===== config.mk =====
export PLATFORM = sky130hd
export DESIGN_NAME = xdma_regs
export DESIGN_NICKNAME = d
export VERILOG_FILES = /design/src/rtl/xdma_regs.sv
export SDC_FILE = /design/constraint.sdc
export NUM_CORES = 1
export LEC_CHECK = 0
export ABC_AREA = 1
export BUFFER_PORTS_ARGS = -buffer_cell sky130_fd_sc_hd__clkbuf_2
export CAP_MARGIN = 20
export CORE_MARGIN = 2
export CORE_UTILIZATION = 53
export CTS_CLUSTER_SIZE = 8
export DETAILED_ROUTE_END_ITERATION = 12
export PLACE_DENSITY = 0.78
export SYNTH_ARGS = -nofsm -noshare
export SYNTH_HDL_FRONTEND = slang
export SYNTH_SLANG_ARGS = --single-unit

===== constraint.sdc =====
create_clock -name clk -period 2.85 [get_ports clk]
set_input_delay 0.4275 -clock clk [delete_from_list [all_inputs] [get_ports clk]]
set_output_delay 0.4275 -clock clk [all_outputs]
set_load 0.01 [all_outputs]

===== src/rtl/xdma_regs.sv =====
module xdma_regs #(
  parameter logic [3:0] VERSION   = 4'h0,
  parameter bit         BIG_MEM   = 1'b1,
  parameter int         BANK_BITS = 3
) (
  input  logic                 clk,
  input  logic                 rst_n,
  input  logic                 cs,
  input  logic [4:0]           addr,
  input  logic                 we,
  input  logic [7:0]           wdata,
  output logic [7:0]           rdata,
  input  logic                 trig,
  output logic                 start,
  output logic                 irq,
  output logic [1:0]           xfer_mode,
  output logic                 autoload,
  output logic                 fix_host,
  output logic                 fix_exp,
  output logic [15:0]          cur_host,
  output logic [15:0]          cur_exp,
  output logic [BANK_BITS-1:0] cur_bank,
  output logic [15:0]          cur_len,
  input  logic                 eng_done,
  input  logic                 eng_verr,
  input  logic                 eng_wb,
  input  logic [15:0]          eng_host,
  input  logic [15:0]          eng_exp,
  input  logic [BANK_BITS-1:0] eng_bank,
  input  logic [15:0]          eng_len
);
  localparam int PAD = 8 - BANK_BITS;

  localparam logic [4:0] A_STAT  = 5'h00;
  localparam logic [4:0] A_CMD   = 5'h01;
  localparam logic [4:0] A_HLO   = 5'h02;
  localparam logic [4:0] A_HHI   = 5'h03;
  localparam logic [4:0] A_XLO   = 5'h04;
  localparam logic [4:0] A_XHI   = 5'h05;
  localparam logic [4:0] A_BANK  = 5'h06;
  localparam logic [4:0] A_LLO   = 5'h07;
  localparam logic [4:0] A_LHI   = 5'h08;
  localparam logic [4:0] A_MASK  = 5'h09;
  localparam logic [4:0] A_ACTL  = 5'h0A;

  logic                 st_verr, st_eob, st_irq;
  logic [7:0]           cmd;
  logic [15:0]          host, host_sh, expa, expa_sh, len, len_sh;
  logic [BANK_BITS-1:0] bank, bank_sh;
  logic [2:0]           imask;
  logic [1:0]           actl;
  logic                 armed;

  wire wr      = cs && we;
  wire rd_stat = cs && !we && (addr == A_STAT);
  wire cmd_wr  = wr && (addr == A_CMD);

  assign irq       = st_irq;
  assign xfer_mode = cmd[1:0];
  assign autoload  = cmd[5];
  assign fix_host  = actl[1];
  assign fix_exp   = actl[0];
  assign cur_host  = host;
  assign cur_exp   = expa;
  assign cur_bank  = bank;
  assign cur_len   = len;

  always_comb begin
    case (addr)
      A_STAT:  rdata = {st_irq, st_eob, st_verr, BIG_MEM, VERSION};
      A_CMD:   rdata = cmd;
      A_HLO:   rdata = host[7:0];
      A_HHI:   rdata = host[15:8];
      A_XLO:   rdata = expa[7:0];
      A_XHI:   rdata = expa[15:8];
      A_BANK:  rdata = {{PAD{1'b1}}, bank};
      A_LLO:   rdata = len[7:0];
      A_LHI:   rdata = len[15:8];
      A_MASK:  rdata = {imask, 5'h1F};
      A_ACTL:  rdata = {actl, 6'h3F};
      default: rdata = 8'hFF;
    endcase
  end

  always_ff @(posedge clk) begin
    if (!rst_n) begin
      st_verr <= 1'b0;
      st_eob  <= 1'b0;
      st_irq  <= 1'b0;
      cmd     <= 8'h10;
      host    <= '0;
      host_sh <= '0;
      expa    <= '0;
      expa_sh <= '0;
      bank    <= '0;
      bank_sh <= '0;
      len     <= 16'hFFFF;
      len_sh  <= 16'hFFFF;
      imask   <= '0;
      actl    <= '0;
      armed   <= 1'b0;
      start   <= 1'b0;
    end else begin
      start <= 1'b0;

      if (rd_stat) begin
        st_verr <= 1'b0;
        st_eob  <= 1'b0;
        st_irq  <= 1'b0;
      end

      if (eng_wb) begin
        host <= eng_host;
        expa <= eng_exp;
        bank <= eng_bank;
        len  <= eng_len;
      end

      if (eng_done) begin
        st_eob <= 1'b1;
        cmd[7] <= 1'b0;
        if (imask[2] && imask[1]) st_irq <= 1'b1;
        if (cmd[5]) begin
          host <= host_sh;
          expa <= expa_sh;
          bank <= bank_sh;
          len  <= len_sh;
        end
      end

      if (eng_verr) begin
        st_verr <= 1'b1;
        if (imask[2] && imask[0]) st_irq <= 1'b1;
      end

      if (armed && trig) begin
        start <= 1'b1;
        armed <= 1'b0;
      end

      if (cmd_wr) begin
        if (wdata[7] && wdata[4]) begin
          start <= 1'b1;
          armed <= 1'b0;
        end else begin
          armed <= wdata[7];
        end
      end

      if (wr) begin
        case (addr)
          A_CMD: cmd <= wdata;
          A_HLO: begin host <= {host_sh[15:8], wdata}; host_sh <= {host_sh[15:8], wdata}; end
          A_HHI: begin host <= {wdata, host_sh[7:0]};  host_sh <= {wdata, host_sh[7:0]};  end
          A_XLO: begin expa <= {expa_sh[15:8], wdata}; expa_sh <= {expa_sh[15:8], wdata}; end
          A_XHI: begin expa <= {wdata, expa_sh[7:0]};  expa_sh <= {wdata, expa_sh[7:0]};  end
          A_BANK: begin bank <= wdata[BANK_BITS-1:0]; bank_sh <= wdata[BANK_BITS-1:0]; end
          A_LLO: begin len <= {len_sh[15:8], wdata}; len_sh <= {len_sh[15:8], wdata}; end
          A_LHI: begin len <= {wdata, len_sh[7:0]};  len_sh <= {wdata, len_sh[7:0]};  end
          A_MASK: imask <= wdata[7:5];
          A_ACTL: actl  <= wdata[7:6];
          default: ;
        endcase
      end
    end
  end
endmodule


# ---- Word level (Yosys, flattened, before mapping)
# Cells that the tools add are included.
dict set report classes {
  reduce_logical 23
  bitwise_logic 6
  eq_ne 10
  n_mux 41
}
# cell count
set op_table {}
lappend op_table {{two-way mux 16 bit} 12}
lappend op_table {{one-hot mux 16 bit (2 select lines)} 6}
lappend op_table {{one-hot mux 8 bit (11 select lines)} 1}
lappend op_table {{== test 5 x 3 -> 1 bit (second input constant)} 4}
lappend op_table {{AND reduction 3 bit} 6}
lappend op_table {{two-way mux 8 bit} 2}
lappend op_table {{== test 5 x 4 -> 1 bit (second input constant)} 3}
lappend op_table {{two-way mux 1 bit} 15}
lappend op_table {{two-way mux 3 bit} 5}
lappend op_table {{== test 5 x 2 -> 1 bit (second input constant)} 2}
lappend op_table {{logical AND 1 bit} 8}
lappend op_table {{AND reduction 2 bit} 4}
lappend op_table {{inverter 1 bit} 6}
lappend op_table {{nonzero test 2 bit} 3}
lappend op_table {{== test 5 x 1 -> 1 bit (second input constant)} 1}
lappend op_table {{zero test 5 bit} 1}
lappend op_table {{zero test 1 bit} 1}
dict set report word_totals {
  ff_bits 120
  word_cells 100
  input_bits 72
  output_inout_bits 66
}

# ---- Depth between registers and ports, before layout
# Gate-level depths: netlist of run 1.
dict set report logic_depth {
  word_depth 8
  depth_mapped 11
  depth_no_buf 9
}

# ---- Worst setup path after synthesis of run 1
# No wires, ideal clock.
dict set report synth_path {
  path_kind {input to output}
  start {input addr[4]}
  end {output rdata[7]}
  path_stages 8
  path_buffers 1
  required_time_ps 2423
  arrival_time_ps 1395
  path_slack_ps 1028
  path_cell_list {nor2_4 > nand2_4 > nor2_2 > buf_6 > nand2_1 > nand3_1 > nor2_1 > nand3_1}
}
dict set report synth_via {
  elab_chain_len 2
  word_cells_on_any_way 12
  cone_classes {eq/ne: 10; mux: 1; reduce/logical: 1}
}
# element line_no
set synth_rtl {}
lappend synth_rtl {{start, declared} 9} ;# input logic [4:0] addr,
lappend synth_rtl {{== test 5 x 4 -> 1 bit, or another cell as far along} 69} ;# case (addr)
lappend synth_rtl {{one-hot mux 8 bit (11 select lines) *} 69}
lappend synth_rtl {{end, declared} 12} ;# output logic [7:0] rdata,
# Mark *: on every way between the ends. The rest lies on a longest branch, timed or not.

# ---- Final worst setup path of run 1
dict set report layout_path {
  start {input addr[4]}
  end {output rdata[1]}
}
# Same word-level chain as after synthesis.

==> results of run 1 <==
==> metrics by stage <==
step	power (mW)	instance area (µm²)
after floorplan	2.10	6550
after global placement	2.32	7300
after detailed placement	2.32	7300
after CTS	4.29	7840
after global routing	4.42	7840
final	4.29	7840
==> cells in the final DEF (no fill, tap or decap) <==
cell type	instances
buf_12	2
o22ai_1	1
a21oi_1	68
nand2_1	378
nor2_4	7
nor2_2	6
inv_1	57
buf_4	15
or2_2	1
nand3b_1	1
a31oi_1	18
nand2_2	7
clkbuf_1	9
clkinvlp_4	1
clkbuf_8	3
nor3_1	1
o21bai_1	8
nand3_2	2
nand2_4	3
clkbuf_16	17
nand4_1	28
nor2_1	131
clkbuf_2	137
inv_2	7
bufinv_16	1
o21ai_0	59
dfxtp_1	120
nand3_1	91
o211ai_1	3
==> cells by family (layout without fill, tap and decap cells) <==
group           count (synthesis)  in the layout
buf+inv                       127            249
compound gates                157            157
flops                         120            120
simple gates                  656            656
==> per-layer routing <==
layer / up-vias / track usage [%]
met5: - / 0
met4: 0 / 12.9
met3: 53 / 8.59
met2: 404 / 52.5
met1: 3422 / 47.2
li1: 3637 / -
==> registers in the layout (all words and copies together) (netlist names), 2 cells and up <==
register,cells
actl,2
expa_sh,16
bank_sh,3
len_sh,16
cur_host,16
cur_len,16
imask,3
host_sh,16
cmd,8
cur_exp,16
cur_bank,3
==> cell type report <==
cell class / instances / area (µm²) / area share, %
multi-input cells: 813 / 3610 / 46.1
flip-flops and latches: 120 / 2400 / 30.6
repair buffers: 154 / 838 / 10.7
clock buffers: 29 / 500 / 6.38
inverters: 64 / 240 / 3.06
well taps: 168 / 210 / 2.68
clock inverters: 2 / 37.5 / 0.479
==> power groups by stage <==
stage               Clock, mW  Combinational (mW)  Sequential, mW
detailed placement          0               0.499            1.82
floorplan                   0               0.277            1.82
global route             2.07               0.561            1.79
CTS                      1.99               0.504            1.79
finish                   1.99               0.510            1.79
global placement            0               0.498            1.82
==> worst reg2reg max path, stage by stage, from the launching register on <==
cell and delay (ps):
dfxtp_1 460, nand2_2 320, inv_2 540, o21ai_0 240
nand2_1 100, nand4_1 80
==> cell usage after synthesis (2+ instances only) <==
master    count
inv_2         7
a21oi_1      68
o211ai_1      3
buf_1         3
a31oi_1      18
nand2_1     379
clkbuf_1     34
nand3_1      91
nand2_2       6
nand3_2       2
nand4_1      28
nor2_4        7
dfxtp_1     120
nor2_2        6
buf_2        17
nand2_4       3
nor2_1      131
o21ai_0      59
inv_1        57
buf_4         7
buf_6         2
o21bai_1      8
==> worst paths after layout <==
path                endpoint  slack, ps  cells after the start       start
setup / recovery    rdata[1]        340                      9     addr[4]
hold / removal         start        270                      3        trig
setup reg to reg  cur_len[3]        960                      5      cmd[5]
hold reg to reg   bank_sh[0]        470                      2  bank_sh[0]
==> results.toml, run 1 <==
[cts]
cts_setup_buffers = 0
clockBufferDepth = 2
clk_pin_slew_ps = 50
cts_tree = "yes"
h-tree-depth = 4
cts_hold_buffers = 0
cts_buffers = 17
cts.repair.resized = 0
clockRootBuffer = "clkbuf_16"
clock_latency_ps = 420
cts_sinks = 120

[pwr]
p_sw_share_pct = 26.0
comb_power_share_pct = 11.9
irDropWorstVdd_mv = 0.461
p_leak_nw = 3.71
p_sw_mw = 1.12
p_int_mw = 3.18
clockPowerShare_pct = 46.4
p_per_area_nw_per_um2 = 547
p_seq_share_pct = 41.7

[finish]
layout-drive-gt1-share_pct = 17.7
layout.nets = 1242
diodes = 0
fill_cells = 1157
area_growth_pct = 19.7
final_cell_count_no_fill = 1350
fin_util_pct = 65.0

[worst_setup_path]
cpPeakStageDelay_ps = 340
crit_fanout = 18
crit_required_ps = 2420
path_cells = "clkbuf_2 -> inv_2 -> nand2_1 -> nor2_1 -> nand2_1 -> o21ai_0 -> nor2_1 -> nand3_1 -> clkbuf_2"
crit_path_end_kind = "primary output"
crit_arrival_ps = 2080
path_class = "primary input to primary output"
crit_buf_inv = 3
path_delay_family = "simple AND/OR/NAND/NOR gates"
worstSetupStartpointType = "primary input"
slowest_stage = "o21ai_0"

[sta]
timing.setup.tns_ps = 0
setup_violations = 0
setup_slack_ps = 344
fin_crit_sh_pct = 87.9
tightest_slew_ps = 649
hold_slack_ps = 269
fin_skew_ps = 7.47
report.final.slew_viol_count = 0
hold_viol = 0
rsz0062_at_grt = "no"
fmax_mhz = 399
period_minus_slack_ps = 2510
slew_headroom_pct = 56.6

[global_routing]
antenna_found_initial = 0
grt_pass1_vias = 6481
track_usage_pct = 34.5
grt_max_degree = 44
grt_pass1_wl_mm = 35.0
overflow = 0

[logic_synthesis]
synthFlopType = "dfxtp_1"
ys_types = 26
synth_xor_area_share_pct = 0
syn_area_um2 = 6550
yosys-mux-area-fraction_pct = 0
yosys.area_share.adder_pct = 0
yosys.area.top_type = "dfxtp_1"
synthSimpleGateAreaFrac_pct = 42.3
synth_cells = 1060
yosys_warnings = 0
synth_edf_count = 0
ys_ff_latch = 120
seq_area_frac_synth_pct = 36.7
synthArstFlopShare_pct = 0
synth_compound_area_share_pct = 12.8
synth_top_family_by_area = "simple AND/OR/NAND/NOR gates"
synth_top_area_share_pct = 36.7
synth_area_per_cell_um2 = 6.18
synth_fp_nets = 1132
synth.area.top_cells = "dfxtp_1, nand2_1, nor2_1"

[placed_design]
gp_congestion = 1.01
numPlacedInstances = 1319
io_buffers = 137
place_hpwl_mm = 15.7
place_ws_ps = 394

[outcome]
status = "finished clean"

[route]
wl_met3_mm = 2.27
vias = 7516
wl_per_cell_um = 16.9
top_layer_used = "met4"
route.detailed.drc = 0
dr.pass1.iters = 5
m1WireLength_mm = 9.62
wl_met2_mm = 10.3
vias_per_cell = 5.57
ant_nets = 0
wl_mm = 22.8
drt_iter0_markers = 825

[floorplan]
core_um2 = 12100
start_util_pct = 54.3
die_area_um2 = 13300
num_rows = 40
fp.dieW_um = 115
io_pins = 138
die_h_um = 115

[run]
maxCapViolations = 0

[hold_path]
min_path_type = "primary input to flop"
Power figures use the tool's default switching activity.
==> run 2, diff against run 1 <==
REMOVE_ABC_BUFFERS = 1   (was default)
==> results.toml, run 2 (synthesized netlist as in run 1, its figures left out) <==
[worst_setup_path]
crit_arrival_ps = 2090
crit_path_end_kind = "primary output"
crit_buf_inv = 3
worstSetupStartpointType = "primary input"
worst_path_most_repeated_cell = "nor2_1"
slowest_stage = "nor2_1"
path_cells = "clkbuf_2 -> nor2_1 -> inv_1 -> nor2_1 -> nand2_1 -> o21ai_0 -> nor2_1 -> nand3_1 -> clkbuf_2"
path_class = "primary input to primary output"
crit_fanout = 7
cpPeakStageDelay_ps = 490
crit_required_ps = 2420
path_delay_family = "simple AND/OR/NAND/NOR gates"

[floorplan]
core_um2 = 12100
num_rows = 40
io_pins = 138
die_area_um2 = 13300
fp.dieW_um = 115
start_util_pct = 54.3
die_h_um = 115

[cts]
h-tree-depth = 4
cts.repair.resized = 0
clk_pin_slew_ps = 50
clockBufferDepth = 2
cts_buffers = 17
cts_sinks = 120
clock_latency_ps = 420
clockRootBuffer = "clkbuf_16"
cts_setup_buffers = 0
cts_tree = "yes"
cts_hold_buffers = 0

[sta]
timing.setup.tns_ps = 0
report.final.slew_viol_count = 0
fmax_mhz = 398
period_minus_slack_ps = 2510
rsz0062_at_grt = "no"
tightest_slew_ps = 653
hold_viol = 0
fin_skew_ps = 4.05
fin_crit_sh_pct = 88.2
slew_headroom_pct = 56.4
setup_violations = 0
setup_slack_ps = 337

[pwr]
p_per_area_nw_per_um2 = 571
irDropWorstVdd_mv = 0.421
p_leak_nw = 3.75
power_mw = 4.52

[finish]
layout-drive-gt1-share_pct = 18.2
final_common_cell = "nand2_1"
mostFrequentLayoutCells = "nand2_1, clkbuf_2, nor2_1, dfxtp_1, nand3_1"
final_cell_count_no_fill = 1351
area_growth_pct = 20.7
design_area_um2 = 7910
layout.nets = 1241

[route]
dr.pass1.iters = 5
vias_per_cell = 5.58
wl_per_cell_um = 16.8
ant_nets = 0
drt_iter0_markers = 825
vias = 7543
route.detailed.drc = 0
wl_mm = 22.6

[global_routing]
grt_pass1_wl_mm = 34.8
grt_pass1_vias = 6587
overflow = 0
grt_max_degree = 74
track_usage_pct = 34.2
antenna_found_initial = 1

[hold_path]
min_path_type = "primary input to flop"

[run]
maxCapViolations = 0

[outcome]
status = "finished clean"

[placed_design]
io_buffers = 137
place_hpwl_mm = 15.4
numPlacedInstances = 1318
gp_congestion = 0.978
place_ws_ps = 410
placed_cell_area_um2 = 7290
-- run 2: layout make-up --
type,instances,area (µm²)
repair buffers,153,831
diodes,1,2.50
multi-input cells,813,3610
clock buffers,24,492
well taps,168,210
fillers,1148,4160
clock inverters,8,118
flip-flops and latches,120,2400
inverters,64,240
-- run 2: metal layers --
metal	GRT usage [%]	vias to the layer above	share of wire [%]
li1	-	3644	-
met1	46.1	3441	42
met5	0	-	0
met3	7.43	53	10
met4	12.1	0	2.8
met2	54.4	405	45
-- run 2: path summary, 6_finish.rpt --
path              start          end  slack (ps)  cells past startpoint
max             addr[1]     rdata[4]         340                      9
min            eng_verr      st_verr         270                      3
max reg2reg      cmd[5]  cur_host[5]        1300                      5
min reg2reg  bank_sh[0]   bank_sh[0]         460                      2
-- run 2: metrics by stage --
step                util (%)  hold slack [ps]
CTS                     65.5              262
floorplan                  -              424
detailed placement      60.5              458
global placement        60.5              453
global route            65.5              284
finish                  65.5              266
-- run 2: worst register-to-register path, stage by stage, from the launching register on --
cell and delay [ps]:
dfxtp_1 440, nand2_2 110, inv_2 440, a21oi_1 160, o21ai_0 180, a21oi_1 90
-- run 2: where the power goes --
part / switching (mW) / internal, mW
logic: 0.331 / 0.177
registers: 0.0529 / 1.73
clock network: 0.762 / 1.46
total: 1.15 / 3.37
